--- config.mk ---
export PLATFORM = sky130hd
export DESIGN_NAME = rs485_uart_tx
export DESIGN_NICKNAME = d
export VERILOG_FILES = /design/src/rtl/rs485_tx_pkg.sv /design/src/rtl/rs485_tx_fifo.sv /design/src/rtl/rs485_tx_framer.sv /design/src/rtl/rs485_dir_ctrl.sv /design/src/rtl/rs485_uart_tx.sv
export SDC_FILE = /design/constraint.sdc
export NUM_CORES = 1
export LEC_CHECK = 0
export ABC_AREA = 1
export CORE_MARGIN = 1.5
export CORE_UTILIZATION = 35
export DETAILED_ROUTE_END_ITERATION = 8
export PLACE_DENSITY_LB_ADDON = 0.12
export SYNTH_ARGS = -nofsm -noshare
export SYNTH_HDL_FRONTEND = slang
export SYNTH_SLANG_ARGS = --single-unit
--- constraint.sdc ---
create_clock -name clk -period 5.4 [get_ports clk]
set_clock_uncertainty 0.2 [all_clocks]
set_input_delay 1.08 -clock clk [delete_from_list [all_inputs] [get_ports clk]]
set_output_delay 1.08 -clock clk [all_outputs]
set_load 0.05 [all_outputs]
--- src/rtl/rs485_tx_pkg.sv ---
package rs485_tx_pkg;
  localparam int TICKS_PER_BIT = 16;

  typedef enum logic [2:0] {
    ST_IDLE,
    ST_START,
    ST_DATA,
    ST_PARITY,
    ST_STOP
  } tx_state_e;

  typedef struct packed {
    logic [1:0] len_sel;
    logic       par_en;
    logic       par_odd;
    logic       two_stop;
  } frame_cfg_t;
endpackage

--- src/rtl/rs485_tx_fifo.sv ---
module rs485_tx_fifo #(
  parameter int DEPTH = 128,
  parameter int WIDTH = 8
) (
  input  logic             clk,
  input  logic             rst,
  input  logic             wr_en,
  input  logic [WIDTH-1:0] wr_data,
  input  logic             pop,
  output logic [WIDTH-1:0] rd_data,
  output logic             nonempty,
  output logic             full,
  output logic             overflow
);
  localparam int AW = (DEPTH > 1) ? $clog2(DEPTH) : 1;
  localparam int CW = $clog2(DEPTH + 1);

  logic [WIDTH-1:0] mem [DEPTH];
  logic [AW-1:0]    wr_ptr, rd_ptr;
  logic [CW-1:0]    count;
  logic             wr_ok;

  assign full     = (count == CW'(DEPTH));
  assign nonempty = (count != '0);
  assign wr_ok    = wr_en && !full;

  // plain dual-port memory with registered read: maps to block RAM
  always_ff @(posedge clk) begin
    if (wr_ok) mem[wr_ptr] <= wr_data;
    rd_data <= mem[rd_ptr];
  end

  always_ff @(posedge clk) begin
    if (rst) begin
      wr_ptr   <= '0;
      rd_ptr   <= '0;
      count    <= '0;
      overflow <= 1'b0;
    end else begin
      if (wr_ok) wr_ptr <= (wr_ptr == AW'(DEPTH - 1)) ? '0 : wr_ptr + 1'b1;
      if (pop)   rd_ptr <= (rd_ptr == AW'(DEPTH - 1)) ? '0 : rd_ptr + 1'b1;
      case ({wr_ok, pop})
        2'b10:   count <= count + 1'b1;
        2'b01:   count <= count - 1'b1;
        default: count <= count;
      endcase
      if (wr_en && full) overflow <= 1'b1;
    end
  end
endmodule

--- src/rtl/rs485_tx_framer.sv ---
module rs485_tx_framer
  import rs485_tx_pkg::*;
(
  input  logic       clk,
  input  logic       rst,
  input  logic       baud_tick,
  input  frame_cfg_t cfg,
  input  logic       have_data,
  input  logic [7:0] rd_data,
  output logic       pop,
  output logic       txd,
  output logic       active
);
  localparam int TW = $clog2(TICKS_PER_BIT);

  tx_state_e     state;
  logic [TW-1:0] tick_cnt;
  logic [2:0]    bit_idx;
  logic [2:0]    last_idx;
  logic          second_stop;
  logic [7:0]    shreg;
  logic          par_bit;
  logic [7:0]    mask;
  logic          bit_end;

  assign last_idx = {1'b1, cfg.len_sel};
  assign bit_end  = baud_tick && (tick_cnt == TW'(TICKS_PER_BIT - 1));
  assign pop      = (state == ST_START) && bit_end;
  assign active   = (state != ST_IDLE);

  always_comb begin
    for (int i = 0; i < 8; i++) mask[i] = (3'(i) <= last_idx);
  end

  always_ff @(posedge clk) begin
    if (rst) begin
      state       <= ST_IDLE;
      tick_cnt    <= '0;
      bit_idx     <= '0;
      second_stop <= 1'b0;
      shreg       <= '0;
      par_bit     <= 1'b0;
      txd         <= 1'b1;
    end else begin
      if (state != ST_IDLE && baud_tick) tick_cnt <= tick_cnt + 1'b1;
      case (state)
        ST_IDLE: begin
          tick_cnt <= '0;
          txd      <= 1'b1;
          if (have_data) begin
            state <= ST_START;
            txd   <= 1'b0;
          end
        end
        ST_START: if (bit_end) begin
          shreg   <= rd_data >> 1;
          txd     <= rd_data[0];
          par_bit <= (^(rd_data & mask)) ^ cfg.par_odd;
          bit_idx <= '0;
          state   <= ST_DATA;
        end
        ST_DATA: if (bit_end) begin
          if (bit_idx == last_idx) begin
            second_stop <= 1'b0;
            if (cfg.par_en) begin
              state <= ST_PARITY;
              txd   <= par_bit;
            end else begin
              state <= ST_STOP;
              txd   <= 1'b1;
            end
          end else begin
            bit_idx <= bit_idx + 1'b1;
            txd     <= shreg[0];
            shreg   <= shreg >> 1;
          end
        end
        ST_PARITY: if (bit_end) begin
          state <= ST_STOP;
          txd   <= 1'b1;
        end
        ST_STOP: if (bit_end) begin
          if (cfg.two_stop && !second_stop) begin
            second_stop <= 1'b1;
          end else if (have_data) begin
            state <= ST_START;
            txd   <= 1'b0;
          end else begin
            state <= ST_IDLE;
            txd   <= 1'b1;
          end
        end
        default: state <= ST_IDLE;
      endcase
    end
  end
endmodule

--- src/rtl/rs485_dir_ctrl.sv ---
module rs485_dir_ctrl (
  input  logic clk,
  input  logic rst,
  input  logic en_a,
  input  logic en_b,
  input  logic wr_accept,
  input  logic pending,
  output logic dir_n
);
  always_ff @(posedge clk) begin
    if (rst) dir_n <= 1'b1;
    else     dir_n <= !(en_a && en_b && (wr_accept || pending));
  end
endmodule

--- src/rtl/rs485_uart_tx.sv ---
module rs485_uart_tx
  import rs485_tx_pkg::*;
#(
  parameter int DEPTH = 128
) (
  input  logic       clk,
  input  logic       rst,
  input  logic       wr_en,
  input  logic [7:0] wr_data,
  input  logic [1:0] len_sel,
  input  logic       par_en,
  input  logic       par_odd,
  input  logic       two_stop,
  input  logic       dir_en_a,
  input  logic       dir_en_b,
  input  logic       baud_tick,
  output logic       txd,
  output logic       dir_n,
  output logic       busy,
  output logic       overflow
);
  frame_cfg_t cfg;
  logic       pop, nonempty, full, frame_active;
  logic [7:0] rd_data;

  assign cfg  = '{len_sel: len_sel, par_en: par_en, par_odd: par_odd, two_stop: two_stop};
  assign busy = frame_active || nonempty;

  rs485_tx_fifo #(.DEPTH(DEPTH), .WIDTH(8)) u_fifo (
    .clk(clk), .rst(rst), .wr_en(wr_en), .wr_data(wr_data), .pop(pop),
    .rd_data(rd_data), .nonempty(nonempty), .full(full), .overflow(overflow)
  );

  rs485_tx_framer u_framer (
    .clk(clk), .rst(rst), .baud_tick(baud_tick), .cfg(cfg), .have_data(nonempty),
    .rd_data(rd_data), .pop(pop), .txd(txd), .active(frame_active)
  );

  rs485_dir_ctrl u_dir (
    .clk(clk), .rst(rst), .en_a(dir_en_a), .en_b(dir_en_b),
    .wr_accept(wr_en && !full), .pending(busy), .dir_n(dir_n)
  );
endmodule

# After elaboration in Yosys (flattened, before gate mapping)
# Memory sizes are Yosys's and may differ from the RTL's. A register that Yosys moved wholly into a read port is not among the register bits.
# Cells that the tools add are included.
# totals
mem_count	1
wordCells	113
register_bits	45
input_bits	19
mem_bits_rw	1024
out_inout_bits	4
# memory_table
memory	depth	width	read_ports	rd_ports_with_merged_regs	wr	line	source
u_fifo.mem	128	8	1	1	1	rs485_tx_fifo.sv:18	logic [WIDTH-1:0] mem [DEPTH];
# op_classes
n_reduce_logical	27
muxes	37
n_lt_le_gt_ge	8
bitwise	2
add_sub_neg	6
eq_ne	20
# op_table
cell	count
2-to-1 mux 3 bit	11
one-hot mux 8 bit (2 select lines)	2
2-to-1 mux 8 bit	3
2-to-1 mux 1 bit	15
one-hot mux 3 bit (5 select lines)	1
adder 7 x 1 -> 7 bit, second input constant	2
equality test 7 bit, second input constant	2
2-to-1 mux 7 bit	2
less-or-equal comparator 3 bit, first input constant	4
inequality test 2 x 1 -> 1 bit, second input constant	6
adder 8 x 1 -> 8 bit, second input constant	1
bitwise AND 8 bit	1
equality test 8 bit, second input constant	1
logical AND 1 bit	8
nonzero test 8 bit	1
parity 8 bit	1
subtractor 8 x 1 -> 8 bit, second input constant	1
AND reduction 7 bit	1
equality test 3 x 2 -> 1 bit, second input constant	2
less-or-equal comparator 1 x 3 -> 1 bit, first input constant	2
less-or-equal comparator 2 x 3 -> 1 bit, first input constant	2
inequality test 2 bit, second input constant	3
one-hot mux 3 bit (2 select lines)	1
AND reduction 6 bit	1
21 further kinds	26

# Logic depth before layout (Yosys ltp)
# logic_depth
ltp_word	6
mapped_depth	19
ltp_nobuf	18

# Hierarchy
# From an unflattened synthesis, not the netlist that was laid out.
# unflattened
cells_unflattened	4559
area_unflattened_um2	46246.9
# modules_own_cells
module	seq_area_each_um2	area_per_inst_um2	instances	cells_each
rs485_tx_fifo	31370.1	44879.3	1	4329
rs485_tx_framer	400.4	1303.8	1	218
rs485_dir_ctrl	20.0	42.5	1	7
rs485_uart_tx	0.0	21.3	1	5

# Worst setup path before layout
# Ideal clock, no wire load.
# synth_path
path_type	input to register
startpoint	input port baud_tick
endpoint	register u_fifo.count[4]
path_stages	16
n_path_buf	1
required_ns	5.085
setup_time_ns	0.115
path_slack_ns	2.232
arrival_ns	2.853
path_cell_list	nand4_1 -> inv_1 -> nand2_1 -> inv_2 -> ha_1 -> buf_2 -> inv_1 -> nand2_1 -> nand2_1 -> inv_1 -> ha_1 -> o21bai_1 -> a21oi_1 -> xor2_1 -> o21ai_0 -> inv_1
# synth_via
elab_chain_len	4
elab_cells_between_ends	6
classes_between	eq/ne: 2; mux: 1; reduce/logical: 3
# synth_rtl
item	line	source
start, declared	rs485_uart_tx.sv:16	input logic baud_tick,
logical AND 1 bit *	rs485_tx_framer.sv:27	assign bit_end = baud_tick && (tick_cnt == TW'(TICKS_PER_BIT - 1));
logical AND 1 bit *	rs485_tx_framer.sv:28	assign pop = (state == ST_START) && bit_end;
via pop	rs485_uart_tx.sv:23	logic pop, nonempty, full, frame_active;
equality test 2 x 1 -> 1 bit or equality test 2 bit (tied branches)	rs485_tx_fifo.sv:42	case ({wr_ok, pop})
one-hot mux 8 bit (2 select lines) or nonzero test 2 bit (tied branches)	-	
end signal, assigned	rs485_tx_fifo.sv:43	2'b10: count <= count + 1'b1;
end signal, assigned	rs485_tx_fifo.sv:44	2'b01: count <= count - 1'b1;
end signal, assigned	rs485_tx_fifo.sv:45	default: count <= count;
end, declared	rs485_tx_fifo.sv:20	logic [CW-1:0] count;
# Mark *: on every way through the listed nets, which the timed path passes. The rest lies on a longest branch.
# A chain may end at the register's enable or synchronous reset.

==> impl_metrics.json <==
{
  "fmax_mhz": 257,
  "fin_crit_sh_pct": 72.0,
  "area_delta_synth_final_pct": 12.3,
  "yosysUniqueCellTypes": 37,
  "drt_iter0_markers": 2698,
  "cap_violations": 0,
  "critPathRequiredTime_ps": 5820,
  "cp_slowest_cell": "dfxtp_4",
  "dp_hpwl_um": 79300,
  "synth_top_cell_area_share_pct": 67.5,
  "period_minus_slack_ps": 3890,
  "cp-end-kind": "flip-flop",
  "io_buffers": 22,
  "worstMarginPinSlew_ps": 1080,
  "drt-pass1-iter-count": 5,
  "antenna_found_initial": 2,
  "grt_overflow": 0,
  "seq_area_um2": 31800,
  "vias_per_cell": 4.95,
  "multiInputGateArea_um2": 11400,
  "crit_family": "simple AND/OR/NAND/NOR gates",
  "hold_violations": 0,
  "holdPathStages": 2,
  "layout-drive-gt1-share_pct": 5.94,
  "total_leakage_power_nw": 19.0,
  "cpPeakStageDelay_ps": 1000,
  "die_h_um": 364,
  "worstHoldStart": "u_framer.txd",
  "post_cts_buffers": 0,
  "ys_ff_latch": 1076,
  "die-width_um": 364,
  "synth_nets": 4343,
  "ctsHoldBuffers": 0,
  "vias": 30400,
  "ys_top_cells_by_area": "edfxtp_1 67%, nand2_1 9.6%, nor2_1 5.6%",
  "cp-start-kind": "flip-flop",
  "clock_sinks": 1076,
  "max_slew_margin_pct": 27.9,
  "post_cts_resize_count": 0,
  "clock_path_buffers": 3,
  "grt_pass1_wl_um": 201000,
  "arrival_ps": 4300,
  "die_area_um2": 132000,
  "io_pins": 23,
  "wl_per_cell_um": 22.3,
  "post-route-cell-area_um2": 51200,
  "grt_pass1_vias": 29700,
  "pwr_density_cell_nw_per_um2": 344,
  "syn_inst": 4317,
  "setup_viol": 0,
  "cts_buffers": 117,
  "placed_area_um2": 47500,
  "htree_levels": 3,
  "path_buf_inv": 2,
  "hold_end": "u_framer.txd",
  "critPathKind": "flip-flop to flip-flop",
  "status": "complete, no violations",
  "synth.avg_cell_area_um2": 10.6,
  "drc_errors": 0,
  "r2r-end": "u_fifo.rd_data[7]",
  "reg2regPathDepth": 10,
  "ir_drop_uv": 245,
  "worstPathCellList": "inv_16 -> buf_4 -> o21ai_0 -> nand2_1 -> nand2_1 -> nand3_1 -> nor2_1 -> nor2_1 -> nor2_1 -> nor2_1",
  "synth_top_area_cell": "edfxtp_1",
  "finalNetCount": 4325,
  "grt_max_degree": 223,
  "ctsRootBufferMaster": "clkbuf_16",
  "clk_pin_slew_ps": 60,
  "worst_path_most_repeated_cell": "nor2_1",
  "nFillCells": 12600,
  "r2r_start": "u_fifo.rd_ptr[0]",
  "wl_um": 137000,
  "cts_tree": "built",
  "yosys_warnings": 0,
  "worst-path-max-fanout": 222,
  "drv_slew": 0,
  "clock_latency_ps": 730,
  "rsz0062_at_grt": "no",
  "rrSetupSlack_ps": 1510,
  "synth_seq_area_share_pct": 69.8,
  "rows": 132,
  "drtAntennaViolNets": 0,
  "gp_congestion": 0.825,
  "initial_core_util_pct": 35.2,
  "syn_area_um2": 45600,
  "grt_usage_pct": 20.7,
  "coreArea_um2": 129000,
  "fin_setup_tns_ps": 0,
  "min_path_type": "flip-flop to flip-flop"
}
-- tightest hold or removal path, stage by stage, from the launching register on --
cell and delay (ps):
dfxtp_1 330, a21oi_1 60, nand2_1 50
-- sequential cells by signal (all words and copies together), names as in the netlist --
signal                count
u_fifo.rd_ptr             7
u_framer.bit_idx          3
u_framer.shreg            7
u_fifo.wr_ptr             7
u_framer.txd              1
u_fifo.overflow           1
u_framer.par_bit          1
u_framer.second_stop      1
u_dir.dir_n               1
u_framer.state            3
u_fifo.rd_data            8
u_fifo.mem             1024
u_fifo.count              8
u_framer.tick_cnt         4
-- worst max-delay path by stage --
stage	cells past startpoint	slack, ps	start	endpoint
after CTS	10	1630	u_fifo.rd_ptr[0]	u_fifo.rd_data[2]
after global routing	10	1410	u_fifo.rd_ptr[0]	u_fifo.rd_data[2]
after detailed placement	9	1180	wr_en	u_fifo.mem[55][6]
after global placement	17	1190	baud_tick	u_fifo.count[6]
final	10	1510	u_fifo.rd_ptr[0]	u_fifo.rd_data[7]
after floorplan	16	2230	baud_tick	u_fifo.count[4]
-- cell type report --
cell class | count | share of cell area (%)
sequential | 1076 | 62.1
multi-input combinational | 2684 | 22.2
clock buffer | 145 | 5.97
tap | 1742 | 4.26
inverter | 329 | 2.46
timing repair buffer | 91 | 1.70
clock inverter | 66 | 1.26
antenna | 2 | 0.00978
-- synthesized netlist by cell type --
cell / n
or2_2: 4
nor2_1: 680
inv_2: 7
o2111ai_1: 1
a21oi_1: 62
clkbuf_1: 39
ha_1: 7
nor3_2: 2
o21bai_1: 1
buf_4: 19
nand3_1: 411
inv_1: 318
nor3b_1: 4
o21ai_1: 71
dfxtp_1: 52
nor4_1: 1
o211ai_1: 15
nor2_4: 1
buf_6: 9
xor2_1: 8
o21ai_0: 208
nor2b_1: 1
buf_1: 16
nand4_1: 10
nand2_1: 1163
edfxtp_1: 1024
a31oi_1: 6
nand2_2: 1
buf_2: 145
o22ai_1: 4
inv_4: 1
and3_1: 4
xnor2_1: 8
clkinv_1: 3
nand2b_1: 1
nor2_2: 2
nor3_1: 8
-- layout by cell type, fill, tap and decap left out, types with 4 or more instances in the layout --
cell type and instances:
edfxtp_1 1024, nor3_1 8, dfxtp_1 49, nor3b_1 4
buf_4 62, inv_1 315, o21ai_1 71, xnor2_1 8
buf_6 4, nand3_1 411, ha_1 7, o211ai_1 15
clkinv_1 28, or2_2 4, a31oi_1 6, nor2_1 679
o22ai_1 4, inv_2 9, buf_12 11, clkbuf_16 118
clkbuf_1 27, nand4_1 10, xor2_1 8, bufinv_16 11
nand2_1 1163, o21ai_0 208, and3_1 4, a21oi_1 62
clkdlybuf4s50_1 14, clkinv_2 24
-- per-stage QoR --
step | setup slack, ps | hold WS, ps | std cells | total power [mW] | utilization [%]
finish | 1510 | 265 | 6135 | 17.6 | 39.6
floorplan | 2230 | 230 | 4317 | 9.59 | -
detailed placement | 1180 | 257 | 5922 | 9.90 | 36.7
global route | 1410 | 286 | 6133 | 18.1 | 39.6
global placement | 1190 | 256 | 5922 | 9.90 | 36.7
CTS | 1630 | 271 | 6133 | 17.8 | 39.6
-- where the power goes --
part	internal, mW	switching (mW)
sequential	9.16	0.0296
clock	4.51	3.35
combinational	0.118	0.404
total	13.8	3.79
-- layer usage --
layer | vias to the layer above | wire length, um | GRT usage (%)
met5 | - | 0 | 0
met4 | 0 | 4220 | 7.13
met3 | 213 | 6450 | 2.74
met2 | 774 | 64900 | 34.0
met1 | 15000 | 61400 | 28.1
li1 | 14400 | - | -
-- cell families after synthesis --
family          share of synthesized area (%)
compound gates                           4.17
xor+xnor                                0.308
fa+ha+maj                               0.192
buf+inv                                  5.30
flops                                    69.8
simple gates                             20.3
(Power assumes the default switching activity.)
